### config.mk
export PLATFORM = sky130hd
export DESIGN_NAME = usart_clkgen
export DESIGN_NICKNAME = d
export VERILOG_FILES = /design/src/rtl/usart_clkgen_pkg.sv /design/src/rtl/usart_baud_gen.sv /design/src/rtl/usart_edge_sync.sv /design/src/rtl/usart_clk_fsm.sv /design/src/rtl/usart_clkgen.sv
export SDC_FILE = /design/constraint.sdc
export NUM_CORES = 1
export LEC_CHECK = 0
export BUFFER_PORTS_ARGS = -buffer_cell sky130_fd_sc_hd__buf_2
export CAP_MARGIN = 30
export CORE_MARGIN = 3
export CORE_UTILIZATION = 51
export CTS_CLUSTER_DIAMETER = 60
export DETAILED_ROUTE_END_ITERATION = 10
export PLACE_DENSITY = 0.75
export SYNTH_ARGS = -nofsm -noshare
export SYNTH_HDL_FRONTEND = slang
export SYNTH_HIERARCHICAL = 1
export SYNTH_SLANG_ARGS = --single-unit
### constraint.sdc
create_clock -name clk -period 1.5 [get_ports clk]
set_input_delay 0.3 -clock clk [delete_from_list [all_inputs] [get_ports clk]]
set_output_delay 0.3 -clock clk [all_outputs]
set_load 0.01 [all_outputs]
### src/rtl/usart_clkgen_pkg.sv
package usart_clkgen_pkg;
    typedef enum logic [1:0] {
        ST_ASYNC_NORM  = 2'd0,
        ST_ASYNC_DBL   = 2'd1,
        ST_SYNC_MASTER = 2'd2,
        ST_SYNC_SLAVE  = 2'd3
    } clk_mode_e;
endpackage

### src/rtl/usart_baud_gen.sv
module usart_baud_gen #(
    parameter int DIV_W = 12
) (
    input  logic             clk,
    input  logic             rst_n,
    input  logic [DIV_W-1:0] div_in,
    input  logic             div_wr,
    output logic             tick
);
    logic [DIV_W-1:0] cnt_q;
    logic [DIV_W-1:0] div_q;

    always_ff @(posedge clk) begin
        if (!rst_n) begin
            cnt_q <= '0;
            div_q <= '0;
            tick  <= 1'b0;
        end else if (div_wr) begin
            div_q <= div_in;
            cnt_q <= div_in;
            tick  <= 1'b0;
        end else if (cnt_q == '0) begin
            cnt_q <= div_q;
            tick  <= 1'b1;
        end else begin
            cnt_q <= cnt_q - DIV_W'(1);
            tick  <= 1'b0;
        end
    end
endmodule

### src/rtl/usart_edge_sync.sv
module usart_edge_sync #(
    parameter int STAGES = 2
) (
    input  logic clk,
    input  logic rst_n,
    input  logic din,
    output logic rise,
    output logic fall
);
    logic [STAGES:0] sh;

    for (genvar i = 0; i <= STAGES; i++) begin : g_stage
        if (i == 0) begin : g_first
            always_ff @(posedge clk) begin
                if (!rst_n) sh[i] <= 1'b0;
                else        sh[i] <= din;
            end
        end else begin : g_next
            always_ff @(posedge clk) begin
                if (!rst_n) sh[i] <= 1'b0;
                else        sh[i] <= sh[i-1];
            end
        end
    end

    assign rise = sh[STAGES-1] & ~sh[STAGES];
    assign fall = ~sh[STAGES-1] & sh[STAGES];
endmodule

### src/rtl/usart_clk_fsm.sv
module usart_clk_fsm
    import usart_clkgen_pkg::*;
#(
    parameter int NORM_RATIO = 16,
    parameter int DBL_RATIO  = 8
) (
    input  logic clk,
    input  logic rst_n,
    input  logic sync_sel,
    input  logic dbl_speed,
    input  logic clk_dir_out,
    input  logic baud_tick,
    input  logic ext_rise,
    input  logic ext_fall,
    output logic tx_bit_en,
    output logic rx_sample_en,
    output logic tx_change_stb,
    output logic rx_sample_stb,
    output logic sclk_out,
    output logic sclk_oe
);
    localparam int PRE_W = $clog2(NORM_RATIO);
    localparam logic [PRE_W-1:0] NORM_MASK = PRE_W'(NORM_RATIO - 1);
    localparam logic [PRE_W-1:0] DBL_MASK  = PRE_W'(DBL_RATIO - 1);
    localparam logic [PRE_W-1:0] MSTR_MASK = PRE_W'(1);

    clk_mode_e        state, state_nxt;
    logic [PRE_W-1:0] pre_q;
    logic [PRE_W-1:0] mask;
    logic             sclk_q;
    logic             mode_change;

    always_comb begin
        if (!sync_sel) state_nxt = dbl_speed   ? ST_ASYNC_DBL   : ST_ASYNC_NORM;
        else           state_nxt = clk_dir_out ? ST_SYNC_MASTER : ST_SYNC_SLAVE;
    end

    always_ff @(posedge clk) begin
        if (!rst_n) state <= ST_ASYNC_NORM;
        else        state <= state_nxt;
    end

    assign mode_change = (state_nxt != state);

    always_comb begin
        unique case (state)
            ST_ASYNC_NORM:  mask = NORM_MASK;
            ST_ASYNC_DBL:   mask = DBL_MASK;
            ST_SYNC_MASTER: mask = MSTR_MASK;
            ST_SYNC_SLAVE:  mask = MSTR_MASK;
            default:        mask = NORM_MASK;
        endcase
    end

    always_ff @(posedge clk) begin
        if (!rst_n) begin
            pre_q         <= '0;
            sclk_q        <= 1'b0;
            tx_bit_en     <= 1'b0;
            rx_sample_en  <= 1'b0;
            tx_change_stb <= 1'b0;
            rx_sample_stb <= 1'b0;
        end else begin
            if (mode_change) begin
                pre_q  <= '0;
                sclk_q <= 1'b0;
            end else if (baud_tick) begin
                pre_q <= pre_q + PRE_W'(1);
                if (state == ST_SYNC_MASTER) sclk_q <= ~sclk_q;
            end
            unique case (state)
                ST_ASYNC_NORM, ST_ASYNC_DBL: begin
                    tx_bit_en     <= baud_tick && ((pre_q & mask) == mask);
                    rx_sample_en  <= baud_tick;
                    tx_change_stb <= 1'b0;
                    rx_sample_stb <= 1'b0;
                end
                ST_SYNC_MASTER: begin
                    tx_bit_en     <= baud_tick && ((pre_q & mask) == mask);
                    rx_sample_en  <= 1'b0;
                    tx_change_stb <= baud_tick && sclk_q;
                    rx_sample_stb <= baud_tick && !sclk_q;
                end
                ST_SYNC_SLAVE: begin
                    tx_bit_en     <= ext_fall;
                    rx_sample_en  <= 1'b0;
                    tx_change_stb <= ext_fall;
                    rx_sample_stb <= ext_rise;
                end
                default: begin
                    tx_bit_en     <= 1'b0;
                    rx_sample_en  <= 1'b0;
                    tx_change_stb <= 1'b0;
                    rx_sample_stb <= 1'b0;
                end
            endcase
        end
    end

    assign sclk_out = sclk_q;
    assign sclk_oe  = (state == ST_SYNC_MASTER);
endmodule

### src/rtl/usart_clkgen.sv
module usart_clkgen #(
    parameter int DIV_W       = 12,
    parameter int NORM_RATIO  = 16,
    parameter int DBL_RATIO   = 8,
    parameter int SYNC_STAGES = 2
) (
    input  logic             clk,
    input  logic             rst_n,
    input  logic [DIV_W-1:0] divisor,
    input  logic             divisor_wr,
    input  logic             sync_sel,
    input  logic             dbl_speed,
    input  logic             clk_dir_out,
    input  logic             sclk_in,
    output logic             tx_bit_en,
    output logic             rx_sample_en,
    output logic             sclk_out,
    output logic             sclk_oe,
    output logic             tx_change_stb,
    output logic             rx_sample_stb
);
    logic baud_tick;
    logic ext_rise;
    logic ext_fall;

    usart_baud_gen #(.DIV_W(DIV_W)) u_baud (
        .clk    (clk),
        .rst_n  (rst_n),
        .div_in (divisor),
        .div_wr (divisor_wr),
        .tick   (baud_tick)
    );

    usart_edge_sync #(.STAGES(SYNC_STAGES)) u_sync (
        .clk   (clk),
        .rst_n (rst_n),
        .din   (sclk_in),
        .rise  (ext_rise),
        .fall  (ext_fall)
    );

    usart_clk_fsm #(.NORM_RATIO(NORM_RATIO), .DBL_RATIO(DBL_RATIO)) u_fsm (
        .clk           (clk),
        .rst_n         (rst_n),
        .sync_sel      (sync_sel),
        .dbl_speed     (dbl_speed),
        .clk_dir_out   (clk_dir_out),
        .baud_tick     (baud_tick),
        .ext_rise      (ext_rise),
        .ext_fall      (ext_fall),
        .tx_bit_en     (tx_bit_en),
        .rx_sample_en  (rx_sample_en),
        .tx_change_stb (tx_change_stb),
        .rx_sample_stb (rx_sample_stb),
        .sclk_out      (sclk_out),
        .sclk_oe       (sclk_oe)
    );
endmodule

==> metrics, run 1 <==
Synth async-reset ratio=0; CTS tree=done; die width=66.8 um; Antenna Nets Post-Route=0; Starting Density=0.547; register area=around 790 sq um; drt via density=5.51; Post-Synthesis Cell Area=1880 sq um; Final Cycle Share=1.06; Area growth, synth to finish=27.4%; die outline height=66.8 um; CTS Root Cell=clkbuf_8; fin util=0.698; number of global-route vias before repair=around 1600; WP data required=1710 ps; worst-margin pin slew=493 ps; worst hold slack=198 ps; first-pass detailed-route iteration total=4; final setup fails=11; Post-Syn Nets=approximately 220; CP Capture Type=flop; Reg clk slew, reported paths=around 80 ps; IO Count=25; Synth Warn #=6; gr usage total=0.212; Die ar.=4460 sq um; Wirelength per Cell=~15 um; worst skew pair latency=300 ps; Netlist cell types=a little over 50; Pins Over Slew Limit=0; post-synthesis cell count=202; critical path peak fanout=6; sequential fraction of the synthesis area=0.414; Filler cells=between 200 and 300; failing checks=setup timing; layout cells sized above 1=0.378; Initial DRC Count=113; worst endpoint data arrival time=1800 ps; Synth Register Bits=39; maximum vdd ir drop=0.739 mV; CTS sink cnt=39; Final HPWL DP=2.83 mm; Cell Rows=21; fmax=0.630 GHz; final hold vios=0; gpl congestion=0.892; port buffer count=24; CTS buffer count=5; Final Critical Period=1590 ps; cts hold-fix bufs=0; Static Leak=0.00105 uW; Pwr Total=2630 uW; Longest Clk Path Bufs=2; Core ar.=3440 sq um; Final Worst Setup Slack=-87.4 ps; Worst slew margin=0.671; Power Density=1090 nW/um^2; DRC Markers=0; initial antenna violation count=0; multi-input logic area=roughly 1100 sq um; number of antenna diodes=0; global-route wire length before repair=7.14 mm; Hold WC Path Type=primary input to flop; largest net degree at the start of global routing=14; Avg Inst Size Synth=9.33 sq um; outcome=finished with violations; crit start category=flop; max-cap violations=0; routed via count=1625; Final nets=270; H-Tree Depth=2; drt total wl=4.55 mm; GR Overflow Total=0; RSZ-0062 raised after global routing=true; Clock Skews=5.63 ps; CP Class=flop to flop; most common flop cell mapped by yosys=dfxtp_1; Post-synth EDFFs=0
==> sequential cells by signal, indices dropped and copies added, names as in the netlist <==
signal / flops
u_fsm/rx_sample_stb: 1
u_fsm/tx_bit_en: 1
u_baud/tick: 1
u_fsm/tx_change_stb: 1
u_fsm/pre_q: 4
u_sync/sh: 3
u_fsm/state: 2
u_baud/div_q: 12
u_fsm/rx_sample_en: 1
u_fsm/sclk_out: 1
u_baud/cnt_q: 12
==> logic make-up after synthesis <==
family	synth area share
muxes	0.0803
xor gates and xnor gates	0.0372
AOI/OAI and AO/OA	0.123
and+or+nand+nor	0.278
DFF	0.414
adders and majority gates	0.0199
buffers and inverters	0.0471
==> cells in the mapped netlist (2+ instances only) <==
| cell type | n | area, sq um |
|---|---|---|
| nor3b_1 | 3 | 22.5 |
| xnor2_1 | 3 | 26.3 |
| o21ai_0 | 3 | 15.0 |
| buf_2 | 2 | 10.0 |
| nor2_1 | 28 | 105 |
| nand3b_1 | 3 | 22.5 |
| a21oi_1 | 5 | 25.0 |
| nand3_1 | 13 | 65.1 |
| o21ai_1 | 3 | 15.0 |
| nor3_2 | 3 | 30.0 |
| dfxtp_1 | 39 | 781 |
| mux2i_1 | 14 | 140 |
| o211a_1 | 2 | 20.0 |
| and2_1 | 5 | 31.3 |
| nand2_1 | 9 | 33.8 |
| nor3_1 | 6 | 30.0 |
| xor2_1 | 5 | 43.8 |
| ha_1 | 3 | 37.5 |
| buf_6 | 4 | 45.0 |
| nand2b_1 | 3 | 18.8 |
| clkbuf_1 | 5 | 18.8 |
| nor2b_1 | 3 | 18.8 |
| o31ai_1 | 6 | 45.0 |
| inv_1 | 4 | 15.0 |
| o21a_1 | 2 | 15.0 |
==> cells in the final DEF (no fill, tap or decap), drive strengths merged, types with 6 or more instances in the layout <==
cell type,synthesis,final
o21ai,7,7
nor2,28,28
o31ai,7,7
nor3,9,9
nand3,13,13
nand2,9,9
buf,6,50
clkbuf,5,6
dfxtp,39,39
mux2i,14,14
==> report_power, final <==
part | internal [uW] | leakage [uW] | total, uW | switching [uW]
Combinational | 381 | 0.000689 | 735 | 354
Sequential | 1110 | 0.000323 | 1190 | 87.2
Clock | 325 | 0.0000412 | 698 | 373
Total | 1810 | 0.00105 | 2630 | 815
==> final timing paths <==
| path | slack [ps] | cells past startpoint | end | start |
|---|---|---|---|---|
| setup / recovery | -90 | 6 | u_baud/cnt_q[5] | u_baud/cnt_q[0] |
| hold / removal | 200 | 2 | u_sync/sh[0] | sclk_in |
| setup reg to reg | -90 | 6 | u_baud/cnt_q[5] | u_baud/cnt_q[0] |
| hold reg to reg | 440 | 1 | u_sync/sh[1] | u_sync/sh[0] |
==> layout make-up <==
class	instances	area share
sequential	39	0.330
clock inverter	2	0.00521
inverter	4	0.00834
clock buffer	6	0.0302
multi-input combinational	148	0.468
tap	46	0.0240
timing repair buffer	50	0.134
==> metrics by stage <==
stage                     instances  worst slack (ps)  setup TNS [ps]  area, sq um
final                           295             -87.4            -538         2400
after global routing            295              -167           -1530         2400
after CTS                       293             -76.5            -230         2370
after detailed placement        283              -143           -1090         2160
after global placement          283              -103            -919         2160
after floorplan                 202              -111            -348         1890
==> worst max-delay path, cell delays in order (launching register included) <==
cell     delay (ps)
dfxtp_2         340
buf_4           150
or4_4           480
buf_4           170
nor3_2          110
nor3_1           70
o31ai_1         190
==> per-layer routing <==
layer  global-route usage  wire length, um  vias up
li1                     -                -      811
met1                0.251             1920      761
met2                0.361             2320       47
met3               0.0658              269        6
met4               0.0711               46        0
met5                    0                0        -
==> timing repair <==
item,4_1_cts,5_1_grt
buffers inserted,2,2
resized for setup,31,5
pin swaps,11,2
endpoints found under the setup margin,12,13
(Power assumes the default switching activity.)
==> inputs of run 2 (changes only) <==
--- a/config.mk
+++ b/config.mk
@@ -11,6 +11,7 @@
 export CORE_UTILIZATION = 51
 export CTS_CLUSTER_DIAMETER = 60
 export DETAILED_ROUTE_END_ITERATION = 10
+export MAX_ROUTING_LAYER = met4
 export PLACE_DENSITY = 0.75
 export SYNTH_ARGS = -nofsm -noshare
 export SYNTH_HDL_FRONTEND = slang
==> run 2 against run 1 <==
Net effect: the flow still finishes with violations (setup timing); critical path depth fell by 1; sequential power about the same; wire length fell by 2.0%; core utilization grew 0.11 points; global-route usage rose by 0.70 points; non-clock buffer count did not move; worst hold slack improved by 2.6 ps; register-to-register slack about the same; via count up 1.7%.
==> metrics, run 2 (synthesized netlist as in run 1, its figures left out) <==
CP Class=flop to flop; Reg2Reg Depth=5; Static Leak=between 0.001 and 0.0015 uW; Power Density=1090 nW/um^2; GR Overflow Total=0; RSZ-0062 raised after global routing=true; layout cells sized above 1=0.378; worst skew pair latency=roughly 300 ps; Critical Path Sink=u_baud/cnt_q[5]; Clock Skews=7.45 ps; cts hold-fix bufs=0; Longest Clk Path Bufs=2; maximum vdd ir drop=0.740 mV; most frequent cells in the layout=dfxtp_1 (34), nor2_1 (28), buf_2 (24); Core ar.=~3400 sq um; worst endpoint data arrival time=around 1800 ps; Final Worst Setup Slack=-86.7 ps; Pwr Total=2620 uW; DRC Markers=0; CTS sink cnt=39; Reg-to-Reg End=u_baud/cnt_q[5]; max-cap violations=0; gpl congestion=0.908; crit start category=flop; CTS Root Cell=clkbuf_8; worst-margin pin slew=495 ps; final hold vios=0; commonest non-fill, non-tap cell in the layout=dfxtp_1; global-route wire length before repair=roughly 7 mm; Placed Cells incl. Taps=283; initial antenna violation count=0; RR Startpoint=u_baud/cnt_q[1]; critical path peak fanout=6; top flop regs=u_baud/cnt_q (12), u_baud/div_q (12), u_fsm/pre_q (4); die outline height=66.8 um; fmax=between 0.6 and 0.7 GHz; Setup crit start=u_baud/cnt_q[1]; die width=between 60 and 70 um; port buffer count=24; register area=792 sq um; Worst slew margin=0.670; drt via density=5.60; worst slack, placed=-143 ps; CTS tree=done; final setup fails=11; drt total wl=about 4.5 mm; CTS buffer count=5; Antenna Nets Post-Route=0; outcome=finished with violations; WP data required=around 1700 ps; CP Capture Type=flop; Initial DRC Count=approximately 120; number of antenna diodes=0; Pins Over Slew Limit=0; Area growth, synth to finish=27.6%; Filler cells=261; fin util=0.699; first-pass detailed-route iteration total=4; multi-input logic area=about 1100 sq um; Hold WC Path Type=primary input to flop; Final Cycle Share=1.06; H-Tree Depth=2; Final HPWL DP=between 2 and 3 mm; largest net degree at the start of global routing=14; worst hold slack=201 ps; Die ar.=approximately 4500 sq um; Starting Density=0.547; worst reg2reg setup slack=-90 ps; Post-Layout Cell Count=295; number of global-route vias before repair=~1600; failing checks=setup timing; Final nets=270; Final Critical Period=about 1600 ps; routed via count=1653; Cell Rows=21; Reg clk slew, reported paths=70 ps; gr usage total=0.219; IO Count=25; Wirelength per Cell=15.1 um
## run 2: area by class of cell
type | count | share of cell area
multi-input cells | 148 | 0.467
flip-flops and latches | 39 | 0.329
repair buffers | 50 | 0.136
clock buffers | 6 | 0.0302
well taps | 46 | 0.0239
inverters | 4 | 0.00832
clock inverters | 2 | 0.00520
## run 2: metal layers
metal / share of wire / global-route usage / vias up / routed length (um)
met3: 0.048 / 0.0641 / 10 / 216
met5: 0 / - / - / 0
met2: 0.50 / 0.359 / 42 / 2220
met4: 0.017 / 0.0711 / 0 / 77
met1: 0.44 / 0.258 / 791 / 1950
li1: - / - / 810 / -
## run 2: through the flow
stage | cell area [sq um] | TNS (ps)
6_report | 2400 | -520
3_5_place_dp | 2160 | -1090
5_1_grt | 2400 | -1300
3_3_place_gp | 2160 | -919
2_1_floorplan | 1890 | -348
4_1_cts | 2370 | -230
## run 2: worst min-delay path by stage
stage | start | to | slack [ps] | depth (start not counted)
global placement | u_sync/sh[0] | u_sync/sh[1] | 420 | 1
floorplan | u_sync/sh[0] | u_sync/sh[1] | 410 | 1
CTS | sclk_in | u_sync/sh[0] | 200 | 2
global route | sclk_in | u_sync/sh[0] | 200 | 2
finish | sclk_in | u_sync/sh[0] | 200 | 2
detailed placement | u_sync/sh[0] | u_sync/sh[1] | 420 | 1
## run 2: timing repair
| action | in CTS | in global routing |
|---|---|---|
| setup endpoints to repair | 12 | 13 |
| pin swaps | 11 | 1 |
| setup buffers | 2 | 2 |
| resized for setup | 31 | 6 |
## run 2: report_power, final
| group | internal, uW | total, uW | switching, uW | leakage, uW |
|---|---|---|---|---|
| Sequential | 1110 | 1200 | 88.7 | 0.000323 |
| Clock | 325 | 693 | 368 | 0.0000412 |
| Combinational | 382 | 734 | 352 | 0.000690 |
## run 2: critical path, cell delays in order (launching register included)
cell and delay [ps]:
dfxtp_4 370, or4_4 600, buf_4 160, nor3_2 110, nor3_1 70, o31ai_1 180
